## config.mk

```make
export PLATFORM = sky130hd
export DESIGN_NAME = pwr_mode_ctrl
export DESIGN_NICKNAME = d
export VERILOG_FILES = /design/src/rtl/pmc_pkg.sv /design/src/rtl/pmc_mode_seq.sv /design/src/rtl/pmc_gate_reg.sv /design/src/rtl/pwr_mode_ctrl.sv
export SDC_FILE = /design/constraint.sdc
export NUM_CORES = 1
export LEC_CHECK = 0
export BUFFER_PORTS_ARGS = -buffer_cell sky130_fd_sc_hd__buf_2
export CAP_MARGIN = 0
export CORE_AREA = 2 2 39 41
export CTS_BUF_LIST = sky130_fd_sc_hd__clkbuf_4 sky130_fd_sc_hd__clkbuf_8 sky130_fd_sc_hd__clkbuf_16
export CTS_CLUSTER_SIZE = 8
export DETAILED_ROUTE_END_ITERATION = 16
export DIE_AREA = 0 0 41 43
export PLACE_DENSITY = 0.61
export SYNTH_ARGS = -nofsm -noshare
export SYNTH_HDL_FRONTEND = slang
export SYNTH_SLANG_ARGS = --single-unit
```

## constraint.sdc

```tcl
create_clock -name clk -period 1.44 [get_ports clk]
set_input_delay 0.288 -clock clk [delete_from_list [all_inputs] [get_ports clk]]
set_output_delay 0.288 -clock clk [all_outputs]
set_load 0.02 [all_outputs]
```

## src/rtl/pmc_pkg.sv

```systemverilog
package pmc_pkg;

  localparam int MODE_W   = 3;
  localparam int MODE_MAX = 5;

  typedef enum logic [MODE_W-1:0] {
    PM_ACT = 3'd0,
    PM_LP0 = 3'd1,
    PM_LP1 = 3'd2,
    PM_LP2 = 3'd3,
    PM_LP3 = 3'd4,
    PM_LP4 = 3'd5
  } pm_mode_t;

  typedef struct packed {
    logic cpu;
    logic mclk;
    logic smclk;
    logic aclk;
    logic dcgen;
    logic xtal;
  } gate_t;

  localparam gate_t GATE_ALL_ON = '{cpu: 1'b1, mclk: 1'b1, smclk: 1'b1,
                                    aclk: 1'b1, dcgen: 1'b1, xtal: 1'b1};

  function automatic logic code_ok(input logic [MODE_W-1:0] c);
    return (int'(c) <= MODE_MAX);
  endfunction

  // Gating pattern of one mode; dco_used only matters in PM_LP1.
  function automatic gate_t gate_of(input pm_mode_t m, input logic dco_used);
    gate_t g;
    g = GATE_ALL_ON;
    case (m)
      PM_ACT: g = GATE_ALL_ON;
      PM_LP0: begin g.cpu = 1'b0; g.mclk = 1'b0; end
      PM_LP1: begin g.cpu = 1'b0; g.mclk = 1'b0; g.dcgen = dco_used; end
      PM_LP2: begin g.cpu = 1'b0; g.mclk = 1'b0; g.smclk = 1'b0; end
      PM_LP3: begin g.cpu = 1'b0; g.mclk = 1'b0; g.smclk = 1'b0; g.dcgen = 1'b0; end
      default: g = '0;
    endcase
    return g;
  endfunction

endpackage

```

## src/rtl/pmc_mode_seq.sv

```systemverilog
module pmc_mode_seq
  import pmc_pkg::*;
(
  input  logic              clk,
  input  logic              rst_n,
  input  logic              mode_wr,
  input  logic [MODE_W-1:0] mode_code,
  input  logic              irq_req,
  input  logic              irq_ret,
  output pm_mode_t          mode_nxt
);

  pm_mode_t cur_q, saved_q, eff_mode;
  logic     saved_vld_q;

  // Named internal events for the assertions
  logic wr_accept, wake_evt, capture_evt, restore_evt;

  assign wr_accept   = mode_wr && code_ok(mode_code);
  assign eff_mode    = wr_accept ? pm_mode_t'(mode_code) : cur_q;
  assign wake_evt    = irq_req;
  assign capture_evt = wake_evt && (eff_mode != PM_ACT) && !saved_vld_q;
  assign restore_evt = !wake_evt && irq_ret && saved_vld_q;

  always_comb begin
    if (wake_evt)         mode_nxt = PM_ACT;
    else if (restore_evt) mode_nxt = saved_q;
    else                  mode_nxt = eff_mode;
  end

  always_ff @(posedge clk or negedge rst_n) begin
    if (!rst_n) begin
      cur_q       <= PM_ACT;
      saved_q     <= PM_ACT;
      saved_vld_q <= 1'b0;
    end else begin
      cur_q <= mode_nxt;
      if (capture_evt) begin
        saved_q     <= eff_mode;
        saved_vld_q <= 1'b1;
      end else if (restore_evt) begin
        saved_vld_q <= 1'b0;
      end
    end
  end

  a_r2_write_lands: assert property (@(posedge clk) disable iff (!rst_n)
    (wr_accept && !irq_req && !irq_ret) |=> (cur_q == pm_mode_t'($past(mode_code))));

  a_r8_bad_code_ignored: assert property (@(posedge clk) disable iff (!rst_n)
    (mode_wr && !code_ok(mode_code) && !irq_req && !irq_ret) |=> $stable(cur_q));

  a_r11_outer_kept: assert property (@(posedge clk) disable iff (!rst_n)
    (saved_vld_q && !restore_evt) |=> (saved_vld_q && $stable(saved_q)));

  a_r10_no_save_in_active: assert property (@(posedge clk) disable iff (!rst_n)
    (!saved_vld_q && irq_req && !mode_wr && cur_q == PM_ACT) |=> !saved_vld_q);

endmodule

```

## src/rtl/pmc_gate_reg.sv

```systemverilog
module pmc_gate_reg
  import pmc_pkg::*;
(
  input  logic     clk,
  input  logic     rst_n,
  input  pm_mode_t mode_nxt,
  input  logic     dco_used,
  output gate_t    gate_q
);

  gate_t gate_d;
  assign gate_d = gate_of(mode_nxt, dco_used);

  // Every enable is a flop output: no glitch reaches the clock gates.
  always_ff @(posedge clk or negedge rst_n) begin
    if (!rst_n) gate_q <= GATE_ALL_ON;
    else        gate_q <= gate_d;
  end

  a_r4_dco_follow: assert property (@(posedge clk) disable iff (!rst_n)
    (mode_nxt == PM_LP1) |=> (gate_q.dcgen == $past(dco_used)));

endmodule

```

## src/rtl/pwr_mode_ctrl.sv

```systemverilog
module pwr_mode_ctrl
  import pmc_pkg::*;
(
  input  logic              clk,
  input  logic              rst_n,
  input  logic              mode_wr,
  input  logic [MODE_W-1:0] mode_code,
  input  logic              dco_active_use,
  input  logic              wake_irq,
  input  logic              irq_return,
  output logic              cpu_run,
  output logic              mclk_en,
  output logic              smclk_en,
  output logic              aclk_en,
  output logic              dcgen_en,
  output logic              xtal_en
);

  pm_mode_t mode_nxt;
  gate_t    gate_q;

  pmc_mode_seq u_seq (
    .clk       (clk),
    .rst_n     (rst_n),
    .mode_wr   (mode_wr),
    .mode_code (mode_code),
    .irq_req   (wake_irq),
    .irq_ret   (irq_return),
    .mode_nxt  (mode_nxt)
  );

  pmc_gate_reg u_gate (
    .clk      (clk),
    .rst_n    (rst_n),
    .mode_nxt (mode_nxt),
    .dco_used (dco_active_use),
    .gate_q   (gate_q)
  );

  assign cpu_run  = gate_q.cpu;
  assign mclk_en  = gate_q.mclk;
  assign smclk_en = gate_q.smclk;
  assign aclk_en  = gate_q.aclk;
  assign dcgen_en = gate_q.dcgen;
  assign xtal_en  = gate_q.xtal;

  a_r9_wake_runs_cpu: assert property (@(posedge clk) disable iff (!rst_n)
    wake_irq |=> (cpu_run && mclk_en));

  a_r3_clock_nesting: assert property (@(posedge clk) disable iff (!rst_n)
    mclk_en |-> (smclk_en && aclk_en));

  a_r7_xtal_last: assert property (@(posedge clk) disable iff (!rst_n)
    !xtal_en |-> (!aclk_en && !dcgen_en && !smclk_en));

endmodule

```

==> flow_summary.json <==
{
  "pre_cts_slack_ps": 100,
  "detailedRoute.firstIterationViolations": 6,
  "power_density_mw_per_mm2": 1370,
  "vdd_ir_drop_max_v": 0.000524,
  "design_power_total_mw": 0.858,
  "seqCellArea_um2": 280,
  "post_cts_hold_buffer_count": 1,
  "crit_arrival_ps": 1440,
  "p_clk_frac": 0.259,
  "grt_use_total": 0.144,
  "fp.dieW_um": 41,
  "core.rowCount": 14,
  "synth_cells": 50,
  "final_cell_area_um2": 628,
  "synth_area_leaders": "dfrtp_1, dfstp_2, a21oi_1, inv_1, o21ai_0",
  "critical_path.max_fanout": 5,
  "cts_repair_resize_count": 0,
  "placedInstanceArea_um2": 588,
  "finalSetupTns_ps": 0,
  "synth_seq_cells": 11,
  "worst_setup_path_start_kind": "flip-flop",
  "total_leakage_power_nw": 0.292,
  "cpMaxStageDelayCell": "dfrtp_1",
  "final-max-slew-violation-count": 0,
  "netlist_area_um2": 505,
  "cts.sinks": 11,
  "final.period_utilization": 0.883,
  "drt_first_pass_iters": 3,
  "grt_setup_unrepaired": "false",
  "total_i_o_pin_count": 15,
  "wl_um": 1000,
  "power_report.internal_total_mw": 0.596,
  "clockRootBuffer": "clkbuf_4",
  "timing.fmax_mhz": 787,
  "cts.clk_slew.worst_paths_ps": 70,
  "htree_num_levels": 1,
  "layout.nets": 78,
  "synth_top_area_frac": 0.347,
  "yosysTopAreaCell": "dfrtp_1",
  "combinational_share_of_power": 0.249,
  "grt_first_pass_wirelength_um": 1640,
  "clock_tree.buffer_depth": 2,
  "io_buffer_count": 14,
  "switching_share": 0.305,
  "skew_pair_late_insertion_delay_ps": 260,
  "fraction_of_layout_cells_with_a_size_suffix_above_1": 0.368,
  "postSynthNetCount": 59,
  "postLayoutCoreUtil": 0.454,
  "ant_diodes": 0,
  "seq_area_frac_synth": 0.554,
  "criticalPathCategory": "reg -> reg",
  "start_util": 0.365,
  "fillerInstances": 148,
  "ys.warnings.count": 0,
  "vias_in_the_first_global_route": 403,
  "cp_data_required_time_ps": 1610,
  "drt_drc_violations_left": 0,
  "outcome": "completed",
  "fp.dieArea_mm2": 0.00176,
  "timing.max_slew.rel_slack": 0.733,
  "tritoncts": "built",
  "crit_chain": "nand2_1 > o211ai_1 > a21oi_1 > o21ai_1",
  "synth.distinct_cells": 21,
  "finish.cell_count_without_fillers": 84,
  "route.vias.total": 411,
  "setup_violations": 0,
  "finalHoldViolations": 0,
  "routabilityCongestion": 0.718,
  "post_drt_wl_per_cell_um": 11.9,
  "vias_per_cell": 4.89,
  "hold_depth": 3,
  "p_seq_frac": 0.492,
  "finalWorstPathRequiredPeriod_ps": 1270,
  "floorplan.die.height_um": 43,
  "max_cap_violations": 0,
  "hold-worst-slack_ps": 229,
  "post-cts-setup-buffers": 0,
  "core_area_mm2": 0.00138,
  "power.net_switching_mw": 0.262,
  "largest_net_degree_at_the_start_of_global_routing": 12,
  "area_delta_synth_final_pct": 24.3,
  "timing_worst_slew_pin_value_ps": 400,
  "final_antenna_net_count": 0,
  "end_kind": "flip-flop",
  "detailed_place_hpwl_um": 778,
  "finClkSkew_ps": 4.15,
  "critical_path.max_stage_delay_ps": 420,
  "grt_antenna_before_repair": 0,
  "ff2ff_path_depth": 4,
  "worst_hold_check_path_type": "in -> reg",
  "cts_inserted_buffers": 3,
  "place_inst": 79,
  "grt_overflow": 0,
  "combined_area_of_the_multi_input_logic_cells_um2": 188,
  "final_critical_path_setup_slack_ps": 169,
  "synth_area_per_cell_um2": 10.1
}
critical path, delay by kind of cell (launching register included):
kind             cells  cell delay (ps)
flip-flops           1              420
AND/OR/NAND/NOR      1              140
AO/OA/AOI/OAI        3              610
power by group through the flow:
| stage | Clock [mW] | Sequential, mW | Combinational, mW |
|---|---|---|---|
| finish | 0.222 | 0.422 | 0.214 |
| global route | 0.251 | 0.431 | 0.241 |
| CTS | 0.236 | 0.423 | 0.218 |
| detailed placement | 0 | 0.428 | 0.214 |
| global placement | 0 | 0.427 | 0.210 |
| floorplan | 0 | 0.446 | 0.126 |
cell type report:
| cell class | count | area share |
|---|---|---|
| clock buffer | 4 | 0.0478 |
| inverter | 6 | 0.0359 |
| multi-input combinational | 31 | 0.299 |
| sequential | 11 | 0.446 |
| tap | 16 | 0.0319 |
| timing repair buffer | 16 | 0.139 |
synth_stat cells (all sizes together):
master  n
a211o   1
nor3    1
nand3   2
dfrtp   7
nor2b   2
o22ai   2
o21ai   5
buf     2
mux2i   1
a21boi  1
nand2   2
a21oi   6
inv     6
o211ai  2
a31oi   2
dfstp   4
or2b    2
o32ai   1
nor2    1
routing by layer:
layer | global-route usage | up-vias | part of all wire | wire [um]
met5 | 0 | - | 0 | 0
li1 | - | 213 | - | -
met2 | 0.191 | 8 | 0.46 | 465
met1 | 0.202 | 190 | 0.49 | 491
met3 | 0.0471 | 0 | 0.045 | 45
met4 | 0.0800 | 0 | 0 | 0
sequential cells by signal, summed over array words and instances, names as in the netlist:
name,flops
u_gate.gate_q,4
u_seq.cur_q,3
u_seq.saved_q,3
u_seq.saved_vld_q,1
logic make-up after synthesis:
logic type,count (synthesis),synth area share
multiplexers,1,0.0198
buffers and inverters,8,0.0742
AO/OA/AOI/OAI,20,0.245
AND/OR/NAND/NOR,10,0.106
flip-flops,11,0.554
final timing paths:
path                                   start          endpoint  slack (ps)
max in group asynchronous              rst_n  u_gate.gate_q[1]         760
max                        u_seq.saved_vld_q  u_gate.gate_q[2]         170
max reg2reg                u_seq.saved_vld_q  u_gate.gate_q[2]         170
min in group asynchronous              rst_n  u_seq.saved_q[2]         420
min reg2reg                 u_seq.saved_q[2]  u_seq.saved_q[2]         530
min                           dco_active_use  u_gate.gate_q[1]         230
placed cells by master, fill, tap and decap left out, drive strengths merged:
cell type / instances
o21ai: 5
clkbuf: 4
a21boi: 1
inv: 6
dfstp: 4
o22ai: 2
nor2: 1
o32ai: 1
dlygate4sd3: 1
a211o: 1
nor2b: 2
o211ai: 2
mux2i: 1
buf: 15
a31oi: 2
dfrtp: 7
nor3: 1
or2b: 2
nand2: 2
a21oi: 6
nand3: 2
No activity file was read; power rests on OpenSTA's default activity.
